===== config.mk =====
export PLATFORM = sky130hd
export DESIGN_NAME = pkt_uart_tx
export DESIGN_NICKNAME = d
export VERILOG_FILES = /design/src/rtl/pkt_uart_tx_pkg.sv /design/src/rtl/ptx_fifo.sv /design/src/rtl/ptx_baud.sv /design/src/rtl/ptx_engine.sv /design/src/rtl/pkt_uart_tx.sv
export SDC_FILE = /design/constraint.sdc
export NUM_CORES = 1
export LEC_CHECK = 0
export ABC_AREA = 1
export BUFFER_PORTS_ARGS = -buffer_cell sky130_fd_sc_hd__buf_2
export CORE_MARGIN = 1
export CORE_UTILIZATION = 29
export CTS_CLUSTER_SIZE = 14
export DETAILED_ROUTE_END_ITERATION = 8
export HOLD_SLACK_MARGIN = 0.1
export SYNTH_ARGS = -nofsm -noshare
export SYNTH_HDL_FRONTEND = slang
export SYNTH_SLANG_ARGS = --single-unit
export TNS_END_PERCENT = 5

===== constraint.sdc =====
create_clock -name clk_i -period 5.86 [get_ports clk_i]
set_input_delay 0.293 -clock clk_i [delete_from_list [all_inputs] [get_ports clk_i]]
set_output_delay 0.293 -clock clk_i [all_outputs]
set_load 0.05 [all_outputs]

===== src/rtl/pkt_uart_tx_pkg.sv =====
`timescale 1ns/1ps
package pkt_uart_tx_pkg;
  typedef enum logic [2:0] {
    ST_IDLE, ST_LEAD, ST_START, ST_DATA, ST_PAR, ST_STOP, ST_GAP
  } ptx_state_e;

  typedef struct packed {
    logic       par_odd;
    logic       par_en;
    logic [7:0] gap;
    logic       de_man;
    logic       de_auto;
    logic [3:0] de_lead;
  } ptx_mode_t;

  localparam logic [1:0] ADDR_DATA = 2'd0;
  localparam logic [1:0] ADDR_FLEN = 2'd1;
  localparam logic [1:0] ADDR_RATE = 2'd2;
  localparam logic [1:0] ADDR_MODE = 2'd3;
endpackage


===== src/rtl/ptx_fifo.sv =====
`timescale 1ns/1ps
module ptx_fifo #(
  parameter int WIDTH = 8,
  parameter int DEPTH = 16,
  localparam int AW = $clog2(DEPTH),
  localparam int CW = $clog2(DEPTH + 1)
) (
  input  logic             clk_i,
  input  logic             rst_ni,
  input  logic             clr_i,
  input  logic             push_i,
  input  logic [WIDTH-1:0] din_i,
  input  logic             pop_i,
  output logic [WIDTH-1:0] dout_o,
  output logic             full_o,
  output logic             empty_o,
  output logic [CW-1:0]    count_o
);
  logic [WIDTH-1:0] mem [DEPTH];
  logic [AW-1:0] wptr, rptr;
  logic [CW-1:0] cnt;
  logic do_push, do_pop;

  assign full_o  = (cnt == CW'(DEPTH));
  assign empty_o = (cnt == '0);
  assign count_o = cnt;
  assign dout_o  = mem[rptr];
  assign do_push = push_i && !full_o;
  assign do_pop  = pop_i && !empty_o;

  always_ff @(posedge clk_i) begin
    if (do_push && !clr_i) mem[wptr] <= din_i;
  end

  always_ff @(posedge clk_i or negedge rst_ni) begin
    if (!rst_ni) begin
      wptr <= '0;
      rptr <= '0;
      cnt  <= '0;
    end else if (clr_i) begin
      wptr <= '0;
      rptr <= '0;
      cnt  <= '0;
    end else begin
      if (do_push) wptr <= (wptr == AW'(DEPTH - 1)) ? '0 : wptr + AW'(1);
      if (do_pop)  rptr <= (rptr == AW'(DEPTH - 1)) ? '0 : rptr + AW'(1);
      if (do_push && !do_pop)      cnt <= cnt + CW'(1);
      else if (do_pop && !do_push) cnt <= cnt - CW'(1);
    end
  end


  no_push_full_chk: assert property (@(posedge clk_i) disable iff (!rst_ni)
    push_i |-> !full_o);

  no_pop_empty_chk: assert property (@(posedge clk_i) disable iff (!rst_ni)
    pop_i |-> !empty_o);
endmodule


===== src/rtl/ptx_baud.sv =====
`timescale 1ns/1ps
module ptx_baud #(
  parameter int ACC_W = 24
) (
  input  logic             clk_i,
  input  logic             rst_ni,
  input  logic             run_i,
  input  logic [ACC_W-1:0] inc_i,
  output logic             tick_o
);
  logic [ACC_W-1:0] acc;
  logic [ACC_W:0]   sum;

  assign sum    = {1'b0, acc} + {1'b0, inc_i};
  assign tick_o = run_i && sum[ACC_W];

  always_ff @(posedge clk_i or negedge rst_ni) begin
    if (!rst_ni)    acc <= '0;
    else if (run_i) acc <= sum[ACC_W-1:0];
    else            acc <= '0;
  end
endmodule


===== src/rtl/ptx_engine.sv =====
`timescale 1ns/1ps
module ptx_engine
  import pkt_uart_tx_pkg::*;
#(
  parameter int LEN_W = 5
) (
  input  logic             clk_i,
  input  logic             rst_ni,
  input  logic             clr_i,
  input  ptx_mode_t        mode_i,
  input  logic             tick_i,
  output logic             run_o,
  input  logic             frm_empty_i,
  input  logic [LEN_W-1:0] frm_len_i,
  output logic             frm_pop_o,
  input  logic [LEN_W-1:0] data_count_i,
  input  logic [7:0]       data_i,
  output logic             data_pop_o,
  output logic             tx_o,
  output logic             drv_en_o,
  output logic             busy_o
);
  ptx_state_e state;
  logic [3:0]       lead_cnt;
  logic [7:0]       gap_cnt;
  logic [2:0]       bit_cnt;
  logic [7:0]       shreg;
  logic             par_bit;
  logic [LEN_W-1:0] bytes_left;
  logic frm_ok, lead_needed, start_chr;

  assign frm_ok      = !frm_empty_i && (frm_len_i == '0 || data_count_i >= frm_len_i);
  assign lead_needed = mode_i.de_auto && (mode_i.de_lead != 4'd0);
  assign frm_pop_o   = !clr_i && (state == ST_IDLE) && frm_ok;
  assign start_chr   = !clr_i && (
      (state == ST_IDLE && frm_ok && frm_len_i != '0 && !lead_needed) ||
      (state == ST_LEAD && lead_cnt == 4'd1) ||
      (state == ST_STOP && tick_i && bytes_left != LEN_W'(1)));
  assign data_pop_o  = start_chr;

  assign run_o  = state inside {ST_START, ST_DATA, ST_PAR, ST_STOP, ST_GAP};
  assign busy_o = (state != ST_IDLE);
  assign drv_en_o = mode_i.de_auto
                  ? (state inside {ST_LEAD, ST_START, ST_DATA, ST_PAR, ST_STOP})
                  : mode_i.de_man;

  always_comb begin
    case (state)
      ST_START: tx_o = 1'b0;
      ST_DATA:  tx_o = shreg[0];
      ST_PAR:   tx_o = par_bit;
      default:  tx_o = 1'b1;
    endcase
  end

  always_ff @(posedge clk_i or negedge rst_ni) begin
    if (!rst_ni) begin
      state      <= ST_IDLE;
      lead_cnt   <= '0;
      gap_cnt    <= '0;
      bit_cnt    <= '0;
      shreg      <= '0;
      par_bit    <= 1'b0;
      bytes_left <= '0;
    end else if (clr_i) begin
      state <= ST_IDLE;
    end else begin
      if (start_chr) begin
        shreg   <= data_i;
        par_bit <= (^data_i) ^ mode_i.par_odd;
        state   <= ST_START;
      end
      case (state)
        ST_IDLE: if (frm_pop_o && frm_len_i != '0) begin
          bytes_left <= frm_len_i;
          if (lead_needed) begin
            state    <= ST_LEAD;
            lead_cnt <= mode_i.de_lead;
          end
        end
        ST_LEAD: if (lead_cnt != 4'd1) lead_cnt <= lead_cnt - 4'd1;
        ST_START: if (tick_i) begin
          state   <= ST_DATA;
          bit_cnt <= '0;
        end
        ST_DATA: if (tick_i) begin
          shreg   <= shreg >> 1;
          bit_cnt <= bit_cnt + 3'd1;
          if (bit_cnt == 3'd7) state <= mode_i.par_en ? ST_PAR : ST_STOP;
        end
        ST_PAR: if (tick_i) state <= ST_STOP;
        ST_STOP: if (tick_i) begin
          if (bytes_left == LEN_W'(1)) begin
            state   <= (mode_i.gap != 8'd0) ? ST_GAP : ST_IDLE;
            gap_cnt <= mode_i.gap;
          end else begin
            bytes_left <= bytes_left - LEN_W'(1);
          end
        end
        ST_GAP: if (tick_i) begin
          if (gap_cnt == 8'd1) state <= ST_IDLE;
          else gap_cnt <= gap_cnt - 8'd1;
        end
        default: state <= ST_IDLE;
      endcase
    end
  end


  bit_hold_chk: assert property (@(posedge clk_i) disable iff (!rst_ni)
    (state inside {ST_START, ST_DATA, ST_PAR, ST_STOP} && !tick_i && !clr_i) |=> $stable(tx_o));

  gap_hold_chk: assert property (@(posedge clk_i) disable iff (!rst_ni)
    (state == ST_GAP && !tick_i && !clr_i) |=> (state == ST_GAP && tx_o));

  lead_rise_chk: assert property (@(posedge clk_i) disable iff (!rst_ni)
    (frm_pop_o && frm_len_i != '0 && lead_needed) |=> (drv_en_o && tx_o && busy_o));
endmodule


===== src/rtl/pkt_uart_tx.sv =====
`timescale 1ns/1ps
module pkt_uart_tx
  import pkt_uart_tx_pkg::*;
#(
  parameter int DATA_DEPTH = 16,
  parameter int FRM_DEPTH  = 16,
  parameter int ACC_W      = 24
) (
  input  logic        clk_i,
  input  logic        rst_ni,
  input  logic        wr_en_i,
  input  logic [1:0]  wr_addr_i,
  input  logic [31:0] wr_data_i,
  input  logic [1:0]  rd_addr_i,
  output logic [31:0] rd_data_o,
  output logic        tx_o,
  output logic        drv_en_o
);
  localparam int LEN_W = $clog2(DATA_DEPTH + 1);
  localparam int FCW   = $clog2(FRM_DEPTH + 1);

  ptx_mode_t        mode_q;
  logic [ACC_W-1:0] inc_q;
  logic             err_q;
  logic             clr, wr_dat, wr_len;
  logic             d_full, d_empty, d_pop, f_full, f_empty, f_pop;
  logic [7:0]       d_out;
  logic [LEN_W-1:0] d_cnt, f_len;
  logic [FCW-1:0]   f_cnt;
  logic             tick, run, busy;
  logic             unused_wr;

  assign clr    = wr_en_i && wr_addr_i == ADDR_MODE && wr_data_i[31];
  assign wr_dat = wr_en_i && wr_addr_i == ADDR_DATA;
  assign wr_len = wr_en_i && wr_addr_i == ADDR_FLEN;
  assign unused_wr = ^{wr_data_i[30:19], wr_data_i[16], wr_data_i[7], wr_data_i[4]};

  always_ff @(posedge clk_i or negedge rst_ni) begin
    if (!rst_ni) begin
      mode_q <= '0;
      inc_q  <= '0;
      err_q  <= 1'b0;
    end else if (clr) begin
      err_q <= 1'b0;
    end else begin
      if ((wr_dat && d_full) || (wr_len && f_full)) err_q <= 1'b1;
      if (wr_en_i && wr_addr_i == ADDR_RATE) inc_q <= wr_data_i[ACC_W-1:0];
      if (wr_en_i && wr_addr_i == ADDR_MODE) begin
        mode_q.par_odd <= wr_data_i[18];
        mode_q.par_en  <= wr_data_i[17];
        mode_q.gap     <= wr_data_i[15:8];
        mode_q.de_man  <= wr_data_i[6];
        mode_q.de_auto <= wr_data_i[5];
        mode_q.de_lead <= wr_data_i[3:0];
      end
    end
  end

  ptx_fifo #(.WIDTH(8), .DEPTH(DATA_DEPTH)) u_data (
    .clk_i, .rst_ni, .clr_i(clr),
    .push_i(wr_dat && !d_full), .din_i(wr_data_i[7:0]),
    .pop_i(d_pop), .dout_o(d_out),
    .full_o(d_full), .empty_o(d_empty), .count_o(d_cnt)
  );

  ptx_fifo #(.WIDTH(LEN_W), .DEPTH(FRM_DEPTH)) u_frm (
    .clk_i, .rst_ni, .clr_i(clr),
    .push_i(wr_len && !f_full), .din_i(wr_data_i[LEN_W-1:0]),
    .pop_i(f_pop), .dout_o(f_len),
    .full_o(f_full), .empty_o(f_empty), .count_o(f_cnt)
  );

  ptx_baud #(.ACC_W(ACC_W)) u_baud (
    .clk_i, .rst_ni, .run_i(run), .inc_i(inc_q), .tick_o(tick)
  );

  ptx_engine #(.LEN_W(LEN_W)) u_eng (
    .clk_i, .rst_ni, .clr_i(clr), .mode_i(mode_q), .tick_i(tick), .run_o(run),
    .frm_empty_i(f_empty), .frm_len_i(f_len), .frm_pop_o(f_pop),
    .data_count_i(d_cnt), .data_i(d_out), .data_pop_o(d_pop),
    .tx_o, .drv_en_o, .busy_o(busy)
  );

  always_comb begin
    case (rd_addr_i)
      ADDR_RATE: rd_data_o = 32'(inc_q);
      ADDR_MODE: rd_data_o = {10'd0, !d_empty, 5'(f_cnt), mode_q.gap, busy,
                              mode_q.de_man, mode_q.de_auto, err_q, mode_q.de_lead};
      default:   rd_data_o = '0;
    endcase
  end


  clear_flush_chk: assert property (@(posedge clk_i) disable iff (!rst_ni)
    clr |=> (!busy && f_empty && d_empty && !err_q && tx_o));

  err_sticky_chk: assert property (@(posedge clk_i) disable iff (!rst_ni)
    (err_q && !clr) |=> err_q);
endmodule


=== After elaboration in Yosys (flattened, before gate mapping) ===
Memory sizes are Yosys's and may differ from the RTL's.
Cells that the tools add are included.

* Memories kept: 2
* Output and inout bits: 34
* Flip-flop bits (word level): 123
* Bits of input ports: 39
* RAM bits: 208
* Word-level logic and storage cells: 211

{| class="wikitable"
|+ Memory list
! name !! words !! width !! read ports !! clocked after memory_dff !! write ports !! line !! RTL
|-
| u_data.mem || 16 || 8 || 1 || 0 || 1 || ptx_fifo.sv:19 || <nowiki>logic [WIDTH-1:0] mem [DEPTH];</nowiki>
|-
| u_frm.mem || 16 || 5 || 1 || 0 || 1 || ptx_fifo.sv:19 ||
|}

* Order comparisons: 1
* Eq/ne operators: 33
* Add/sub/neg operators: 13
* Reductions and logical operators: 76
* Bitwise operators: 2
* Multiplexer cells: 62

{| class="wikitable"
|+ Operators with widths
! cell !! number
|-
| $mux W4 || 15
|-
| $mux W8 || 7
|-
| $pmux W24 S2 || 1
|-
| $mux W3 || 15
|-
| $mux W5 || 9
|-
| $logic_and A1 B1 Y1 || 32
|-
| $add A24 B24 Y25 || 1
|-
| $mux W24 || 1
|-
| $pmux W3 S7 || 1
|-
| $reduce_bool A2 Y1 || 9
|-
| $add A4 B1 Y4 const B || 4
|-
| $eq A4 B4 Y1 const B || 4
|-
| $pmux W8 S2 || 1
|-
| $logic_not A5 Y1 || 3
|-
| $reduce_bool A5 Y1 || 3
|-
| $sub A5 B1 Y5 const B || 3
|-
| $eq A3 B3 Y1 const B || 4
|-
| $add A5 B1 Y5 const B || 2
|-
| $eq A5 B5 Y1 const B || 2
|-
| $logic_not A1 Y1 || 10
|-
| $ne A2 B1 Y1 const B || 5
|-
| $ne A2 B2 Y1 const B || 5
|-
| $pmux W5 S2 || 1
|-
| $reduce_and A5 Y1 || 2
|-
| 29 further kinds || 47
|}

=== Longest topological paths before layout ===
Gate-level depths: netlist of the first run.
An unclocked memory read counts as a cell.

* Depth after elaboration: 15
* Gate-level depth with buffers: 28
* Depth with buffers taken out: 26

=== Hierarchy ===
From an unflattened synthesis of the first run, not the netlist that was laid out.

* Cells, all modules: 2,213
* Area total of the unflattened synthesis: 18,276.3 µm²

{| class="wikitable"
|+ By module, submodules not included
! module !! cells an instance !! area an instance (µm²) !! seq. area each (µm²) !! instances
|-
| ptx_fifo at u_data || 675 || 6,491.2 || 4,169.0 || 1
|-
| ptx_fifo at u_frm || 473 || 4,463.0 || 2,727.6 || 1
|-
| ptx_engine || 386 || 2,628.8 || 800.8 || 1
|-
| ptx_baud || 421 || 2,543.7 || 600.6 || 1
|-
| pkt_uart_tx || 258 || 2,149.6 || 1,026.0 || 1
|}

=== Worst setup path before layout of the first run ===
No wires, ideal clock.

* Path type: reg2reg
* From: register u_frm.rptr[0]
* To: register u_frm.cnt[4], in the netlist u_frm.count_o[4]
* Setup time: 0.076 ns
* Path buffers: 1
* Setup slack: 2.557 ns
* Required time: 5.784 ns
* Data arrival time: 3.227 ns
* Cell stages (with the launch flop): 24
* Period minus slack after synthesis: 3.303 ns
* Path through: dfrtp_1 -> inv_2 -> buf_4 -> nand2_1 -> nand3_1 -> nand2_1 -> nor2_1 -> nand2_1 -> nand2_1 -> inv_2 -> ha_1 -> nand2_1 -> o21a_1 -> and3_1 -> a21oi_2 -> nand2_2 -> nand2_4 -> inv_1 -> fa_1 -> o21ai_0 -> xor2_1 -> xor2_1 -> nand2_1 -> o21ai_1

* Word-level cells in the longest chain between the ends: 10
* Elaborated cells on any way between the ends: 13
* Classes of those cells: 1 x order compare; 2 x mux; 9 x reduce/logical; 1 x memory

{| class="wikitable"
|+ Ends and longest elaborated chain
! what !! line !! RTL
|-
| start: declaration || ptx_fifo.sv:20 || <nowiki>logic [AW-1:0] wptr, rptr;</nowiki>
|-
| start signal: assignment || ptx_fifo.sv:46 || <nowiki>if (do_pop) rptr <= (rptr == AW'(DEPTH - 1)) ? '0 : rptr + AW'(1);</nowiki>
|-
| $mem_v2 Z16 W5 * || -- ||
|-
| $ge A5 B5 Y1 or $logic_not A5 Y1 (tied branches) || ptx_engine.sv:32 || <nowiki>assign frm_ok = !frm_empty_i && (frm_len_i == '0 || data_count_i >= frm_len_i);</nowiki>
|-
| $logic_or A1 B1 Y1 * || ptx_engine.sv:32 ||
|-
| $logic_and A1 B1 Y1 * || ptx_engine.sv:32 ||
|-
| $logic_and A1 B1 Y1 * || ptx_engine.sv:34 || <nowiki>assign frm_pop_o = !clr_i && (state == ST_IDLE) && frm_ok;</nowiki>
|-
| $logic_and A1 B1 Y1 * || ptx_fifo.sv:29 || <nowiki>assign do_pop = pop_i && !empty_o;</nowiki>
|-
| $logic_not A1 Y1 || ptx_fifo.sv:47 || <nowiki>if (do_push && !do_pop) cnt <= cnt + CW'(1);</nowiki>
|-
| $logic_and A1 B1 Y1 || ptx_fifo.sv:47 ||
|-
| $mux W5 || ptx_fifo.sv:47 ||
|-
| $mux W5 || ptx_fifo.sv:40 || <nowiki>end else if (clr_i) begin</nowiki>
|-
| end signal: assignment || ptx_fifo.sv:47 ||
|-
| end signal: assignment || ptx_fifo.sv:48 || <nowiki>else if (do_pop && !do_push) cnt <= cnt - CW'(1);</nowiki>
|-
| end: declaration || ptx_fifo.sv:21 || <nowiki>logic [CW-1:0] cnt;</nowiki>
|}

Mark *: on every way between the ends. The rest lies on a longest branch, timed or not.
A chain may end at the register's enable or synchronous reset.

=== Final worst setup path of the first run ===
* From: register u_frm.rptr[1]
* To: register u_frm.cnt[4], in the netlist u_frm.count_o[4]

Same word-level chain as after synthesis.

==> results.yml, run 1 <==
status:
  outcome: "complete, no violations"
power_and_ir_drop:
  power_switching_mw: 3.53
  p_leak_nw: 7.76
  pwr-share-comb: 0.378
  p_int_mw: 5.42
  p_clk_frac: 0.277
  sw_frac_of_total: 0.394
  p_per_area_nw_per_um2: 478
  power_frac_seq: 0.345
  finalPower_mw: 8.95
  ir_drop_v: 0.000230
cells_and_area:
  fin_area_um2: 18700
  drive_gt1_frac: 0.0988
  mostFrequentLayoutCells: "nand2_1, edfxtp_1, nor2_1, o21ai_0, inv_1"
  final_nets: 1881
  multi_input_area_um2: 6110
  instances_no_fill: 2559
  area_growth_pct: 14.7
  final_common_cell: "nand2_1"
  fill_cells: 5607
  fin_util: 0.338
  n_antenna_cell: 0
  final-seq-area_um2: 9330
grt:
  grt_use_total: 0.140
  grt_start_max_net_pins: 67
  first_global_vias: 12100
  antenna_found_initial: 0
  overflow: 0
  grt_first_pass_wirelength_mm: 63.9
cts:
  ctsHoldBuffers: 17
  clock-sinks: 331
  clk_latency_ns: 0.56
  cts-root-buf: "clkbuf_16"
  path_clk_slew_ns: 0.06
  post-cts-setup-buffers: 0
  cts_buffers: 37
  cts_resized: 0
  cts_tree: "done"
  htreeDepth: 2
  cts_buffer_depth: 3
critical_path:
  worstPathArrival_ns: 4.60
  crit_top_cell: "nand2_1"
  worstSetupStartpointType: "flop"
  worst_setup_path_end_kind: "flop"
  slowest_delay_ns: 0.67
  worstPathCellList: "inv_2, nor2_1, o21ai_0, nand3_1, nand2_1, nand2_1, inv_1, ha_1, a21oi_1, o21a_1, and3_1, a21oi_2, nand2_2, nand2_4, inv_1, fa_1, o21ai_0, xor2_1, xor2_1, nand2_1, o21ai_1"
  worstPathMaxFanout: 15
  slowest_stage: "dfrtp_1"
  required_ns: 6.32
  critical_path_class: "flop to flop"
timing:
  fin_skew_ns: 0.0265
  worst_pin_slew_ns: 1.04
  period_share: 0.706
  hold_viol: 0
  final.setup.worst_slack_ns: 1.73
  fmax_mhz: 242
  setup_viol: 0
  slew-limit-headroom: 0.306
  fin_setup_tns_ns: 0
  period_minus_slack_ns: 4.13
  slew_violations: 0
  whs_ns: 0.150
  rsz0062_at_grt: "no"
floorplan:
  num_rows: 86
  die_w_um: 239
  core-area_um2: 55400
  initial_core_util: 0.295
  pin_count: 73
  die_h_um: 239
  fp.dieArea_um2: 57300
detailed_routing:
  wirelength_mm: 39.9
  post-route-drc-count: 0
  wl_per_cell_um: 15.6
  vias: 12300
  ant_nets: 0
  first_iter_violations: 950
  viasPerCell: 4.79
  drt_first_pass_iters: 5
min_path:
  hold_path_class: "input pin to flop"
place:
  place_congestion: 0.852
  port_buffers: 57
  pre_cts_ws_ns: 1.75
  placed_area_um2: 17300
  hpwl_mm: 26.5
  dp_cells: 2477
synthesis:
  synth_seq_cells: 331
  synthCells: 1724
  ys_seq_area_frac: 0.571
  synthAdderAreaFrac: 0.0450
  synth-simple-area-share: 0.192
  muxShareOfSynthArea: 0.00414
  ys_types: 56
  synth_top_family_by_area: "simple AND/OR/NAND/NOR gates"
  synth_compound_area_frac: 0.118
  syn_area_per_cell_um2: 9.48
  synth_xor_area_frac: 0.0129
  synth_edf_count: 208
  async_flop_share: 0.372
  syn-cell-area_um2: 16300
  yosysWarnings: 0
  synthFlopType: "edfxtp_1"
run:
  cap_violations: 0
## path summary, 6_finish.rpt
kind / startpoint / endpoint / slack (ns) / depth (start not counted)
max reg2reg: u_frm.rptr[1] / u_frm.count_o[4] / 1.73 / 21
min reg2reg: mode_q[0] / mode_q[0] / 0.49 / 2
max: u_frm.rptr[1] / u_frm.count_o[4] / 1.73 / 21
max in group asynchronous: rst_ni / u_eng.gap_cnt[7] / 4.25 / 3
min: wr_data_i[7] / u_data.mem[9][7] / 0.15 / 1
min in group asynchronous: rst_ni / u_eng.gap_cnt[2] / 0.35 / 2
## power groups by stage
| stage | Combinational (mW) | Clock [mW] | Sequential [mW] |
|---|---|---|---|
| floorplan | 2.69 | 0 | 3.01 |
| global route | 3.87 | 2.60 | 3.13 |
| global placement | 3.29 | 0 | 3.11 |
| CTS | 3.41 | 2.52 | 3.08 |
| finish | 3.38 | 2.48 | 3.09 |
| detailed placement | 3.38 | 0 | 3.13 |
## layout make-up
class,instances,share of cell area
Sequential cell,331,0.498
Multi-Input combinational cell,1183,0.326
Clock buffer,45,0.0521
Tap cell,748,0.0499
Inverter,151,0.0303
Timing Repair Buffer,81,0.0274
Clock inverter,20,0.0166
## registers in the layout (all words and copies together), names as in the netlist
name / count
err_q: 1
inc_q: 24
u_eng.bit_cnt: 3
u_eng.gap_cnt: 8
u_data.mem: 128
u_frm.count_o: 5
u_eng.lead_cnt: 4
u_frm.rptr: 4
u_data.count_o: 5
u_eng.shreg: 8
u_eng.state: 3
u_eng.bytes_left: 5
u_eng.par_bit: 1
u_frm.wptr: 4
u_data.rptr: 4
u_baud.acc: 24
u_frm.mem: 80
u_data.wptr: 4
mode_q: 16
## worst max-delay path: cells and delay by family (launching register included)
kind	cells	cell delay, ns
and+or+nand+nor	8	1.05
DFF	1	0.67
adders and majority gates	2	0.72
xor gates and xnor gates	2	0.36
buffers and inverters	3	0.42
AOI/OAI and AO/OA	6	0.81
## layer usage
layer,track usage,vias to the layer above,part of all wire
met5,0,-,0
met4,0.0573,0,0.032
met3,0.0186,77,0.041
met2,0.235,304,0.48
met1,0.182,5908,0.45
li1,-,5972,-
## Yosys cell counts (5+ instances only)
cell type / n / share of area
ha_1: 54 / 0.041
mux2_2: 6 / 0.0041
xnor2_1: 6 / 0.0032
inv_1: 138 / 0.032
inv_2: 10 / 0.0023
clkbuf_1: 28 / 0.0064
o21ai_0: 193 / 0.059
dfrtp_1: 123 / 0.19
o21ai_1: 6 / 0.0018
nand2_1: 371 / 0.085
edfxtp_1: 208 / 0.38
a21oi_1: 69 / 0.021
nor4_1: 6 / 0.0023
o22ai_1: 24 / 0.0092
nand3_1: 116 / 0.036
nand2_4: 6 / 0.0041
buf_4: 13 / 0.0060
nor3_1: 7 / 0.0021
nand4_1: 10 / 0.0038
nand2_2: 6 / 0.0023
a21o_1: 5 / 0.0023
nor2_1: 200 / 0.046
buf_6: 6 / 0.0041
xor2_1: 18 / 0.0096
or2_2: 6 / 0.0023
buf_2: 17 / 0.0052
o211ai_1: 25 / 0.011
## cell families (layout without fill, tap and decap cells)
family | after synthesis | after routing
mux | 6 | 6
simple gates | 743 | 743
compound gates | 345 | 345
other cells | 1 | 8
buf+inv | 217 | 297
xor+xnor | 24 | 24
fa+ha+maj | 57 | 57
flops | 331 | 331
No activity file was read; power rests on OpenSTA's default activity.
==> run 2, diff against run 1 <==
==> constraint.sdc (replaced) <==
create_clock -name clk_i -period 3.4 [get_ports clk_i]
set_input_delay 0.17 -clock clk_i [delete_from_list [all_inputs] [get_ports clk_i]]
set_output_delay 0.17 -clock clk_i [all_outputs]
set_load 0.05 [all_outputs]
==> results.yml, run 2 (same netlist as run 1, synthesis figures left out) <==
floorplan:
  pin_count: 73
  die_h_um: 239
  die_w_um: 239
  initial_core_util: 0.295
  num_rows: 86
  core-area_um2: 55400
  fp.dieArea_um2: 57300
timing:
  rsz0062_at_grt: "yes"
  fmax_mhz: 287
  slew-limit-headroom: 0.427
  setup_viol: 3
  period_minus_slack_ns: 3.49
  slew_violations: 0
  final.setup.worst_slack_ns: -0.0867
  worst_pin_slew_ns: 0.856
  period_share: 1.03
  hold_viol: 0
  fin_skew_ns: 0.0143
cts:
  clk_latency_ns: 0.55
  cts_tree: "done"
  cts-root-buf: "clkbuf_16"
  cts_buffer_depth: 3
  clock-sinks: 331
  path_clk_slew_ns: 0.06
  cts_buffers: 38
  htreeDepth: 2
detailed_routing:
  viasPerCell: 4.81
  wl_per_cell_um: 15.8
  wirelength_mm: 41.7
  drt_first_pass_iters: 8
  first_iter_violations: 737
  post-route-drc-count: 0
  vias: 12700
  ant_nets: 0
cells_and_area:
  largest_register_ff_count: 128
  fill_cells: 5444
  final_common_cell: "nand2_1"
  top_regs: "u_data.mem (128), u_frm.mem (80)"
  area_growth_pct: 21.2
  final_nets: 1953
  drive_gt1_frac: 0.162
  n_antenna_cell: 0
  top_register: "u_data.mem"
  fin_area_um2: 19800
  fin_util: 0.357
  mostFrequentLayoutCells: "nand2_1, edfxtp_1, nor2_1, o21ai_0, inv_1"
power_and_ir_drop:
  p_int_mw: 10.2
  power_frac_seq: 0.318
  finalPower_mw: 16.8
  pwr-share-comb: 0.428
  sw_frac_of_total: 0.390
  p_per_area_nw_per_um2: 847
  power_switching_mw: 6.54
  p_leak_nw: 8.20
  p_clk_frac: 0.254
  ir_drop_v: 0.000331
place:
  place_congestion: 0.877
  placed_area_um2: 17700
  hpwl_mm: 27.5
  port_buffers: 57
critical_path:
  worstPathArrival_ns: 3.97
  worst_setup_path_end_kind: "flop"
  required_ns: 3.88
  worstPathMaxFanout: 11
  slowest_stage: "dfrtp_2"
  worstSetupStartpointType: "flop"
  critical_path_class: "flop to flop"
  crit_top_cell: "nand2_2"
  crit_buf_inv: 4
  worstPathCellList: "buf_6, clkbuf_16, nor2_1, nor2_1, o21ai_2, nand3_2, nand2_2, nand2_2, inv_2, ha_4, nand2_2, o21a_1, and3_4, a21oi_2, nand2_2, nand2_4, inv_2, fa_2, o21ai_2, xor2_1, xor2_1, nand2_1, o21ai_1"
  slowest_delay_ns: 0.42
  crit_family: "simple AND/OR/NAND/NOR gates"
status:
  outcome: "finished, violations left"
  violations: "setup timing"
grt:
  antenna_found_initial: 0
  grt_use_total: 0.147
  first_global_vias: 12500
  grt_first_pass_wirelength_mm: 66.4
  grt_start_max_net_pins: 80
  overflow: 0
run:
  cap_violations: 0
min_path:
  hold_path_class: "input pin to flop"
## run 2: changes by cell type in the layout (fill, tap and decap cells not counted), moves of 8 or more
cell     change
a21oi_1      -9
a21oi_2      +8
buf_12       +8
buf_4       +50
ha_1         -9
ha_4         +9
nand2_1     -13
nand2_2     +11
nand3_1      -9
## run 2: final cells by class
type	count	area (um^2)	area share
clock buffer	52	1070	0.0543
sequential	331	9330	0.471
timing repair buffer	152	1220	0.0615
tap	748	936	0.0473
multi-input combinational	1183	6450	0.326
clock inverter	16	226	0.0114
inverter	151	572	0.0289
## run 2: power by group through the flow
stage	logic, mW	clock network, mW	registers, mW
after floorplan	4.63	0	5.19
after global placement	6.14	0	5.36
after detailed placement	6.29	0	5.37
after CTS	6.88	4.36	5.32
after global routing	8.05	4.52	5.41
final	7.19	4.25	5.34
## run 2: repair_timing
action	in CTS	in global routing
endpoints found under the hold margin	153	0
gates cloned	3	1
buffers inserted	10	8
gates resized for setup	48	42
endpoints found under the setup margin	4	12
hold buffers	23	0
pin swaps	31	38
## run 2: metal layers
metal  share of wire  GRT usage  routed length (um)
met1            0.43      0.187               17900
met2            0.49      0.251               20400
met3           0.047     0.0174                1950
met4           0.035     0.0631                1450
met5               0          0                   0
## run 2: worst reg2reg max path: stages, from the launching register on
cell and delay (ns):
dfrtp_2 0.42, buf_6 0.14, clkbuf_16 0.16, nor2_1 0.06, nor2_1 0.16, o21ai_2 0.08, nand3_2 0.07, nand2_2 0.06
nand2_2 0.09, inv_2 0.06, ha_4 0.28, nand2_2 0.05, o21a_1 0.23, and3_4 0.19, a21oi_2 0.14, nand2_2 0.08
nand2_4 0.11, inv_2 0.06, fa_2 0.36, o21ai_2 0.15, xor2_1 0.18, xor2_1 0.17, nand2_1 0.06, o21ai_1 0.06
## run 2: path summary, 6_finish.rpt
| kind | start | endpoint | slack (ns) | cells after the start |
|---|---|---|---|---|
| max | u_frm.rptr[0] | u_frm.count_o[4] | -0.09 | 23 |
| min | wr_data_i[31] | u_eng.shreg[6] | 0.22 | 6 |
| max reg2reg | u_frm.rptr[0] | u_frm.count_o[4] | -0.09 | 23 |
| min reg2reg | mode_q[3] | mode_q[3] | 0.48 | 2 |
| max in group asynchronous | rst_ni | inc_q[3] | 2.38 | 3 |
| min in group asynchronous | rst_ni | u_frm.count_o[4] | 0.26 | 2 |
## run 2: metrics by stage
step	setup WS [ns]	TNS [ns]	hold WS [ns]	cells
global route	-0.286	-1.19	0.236	2633
floorplan	0.0965	0	-0.126	1731
global placement	-0.157	-0.298	0.292	2523
detailed placement	-0.159	-0.364	0.295	2523
finish	-0.0867	-0.118	0.222	2633
CTS	0.00411	0	0.188	2627
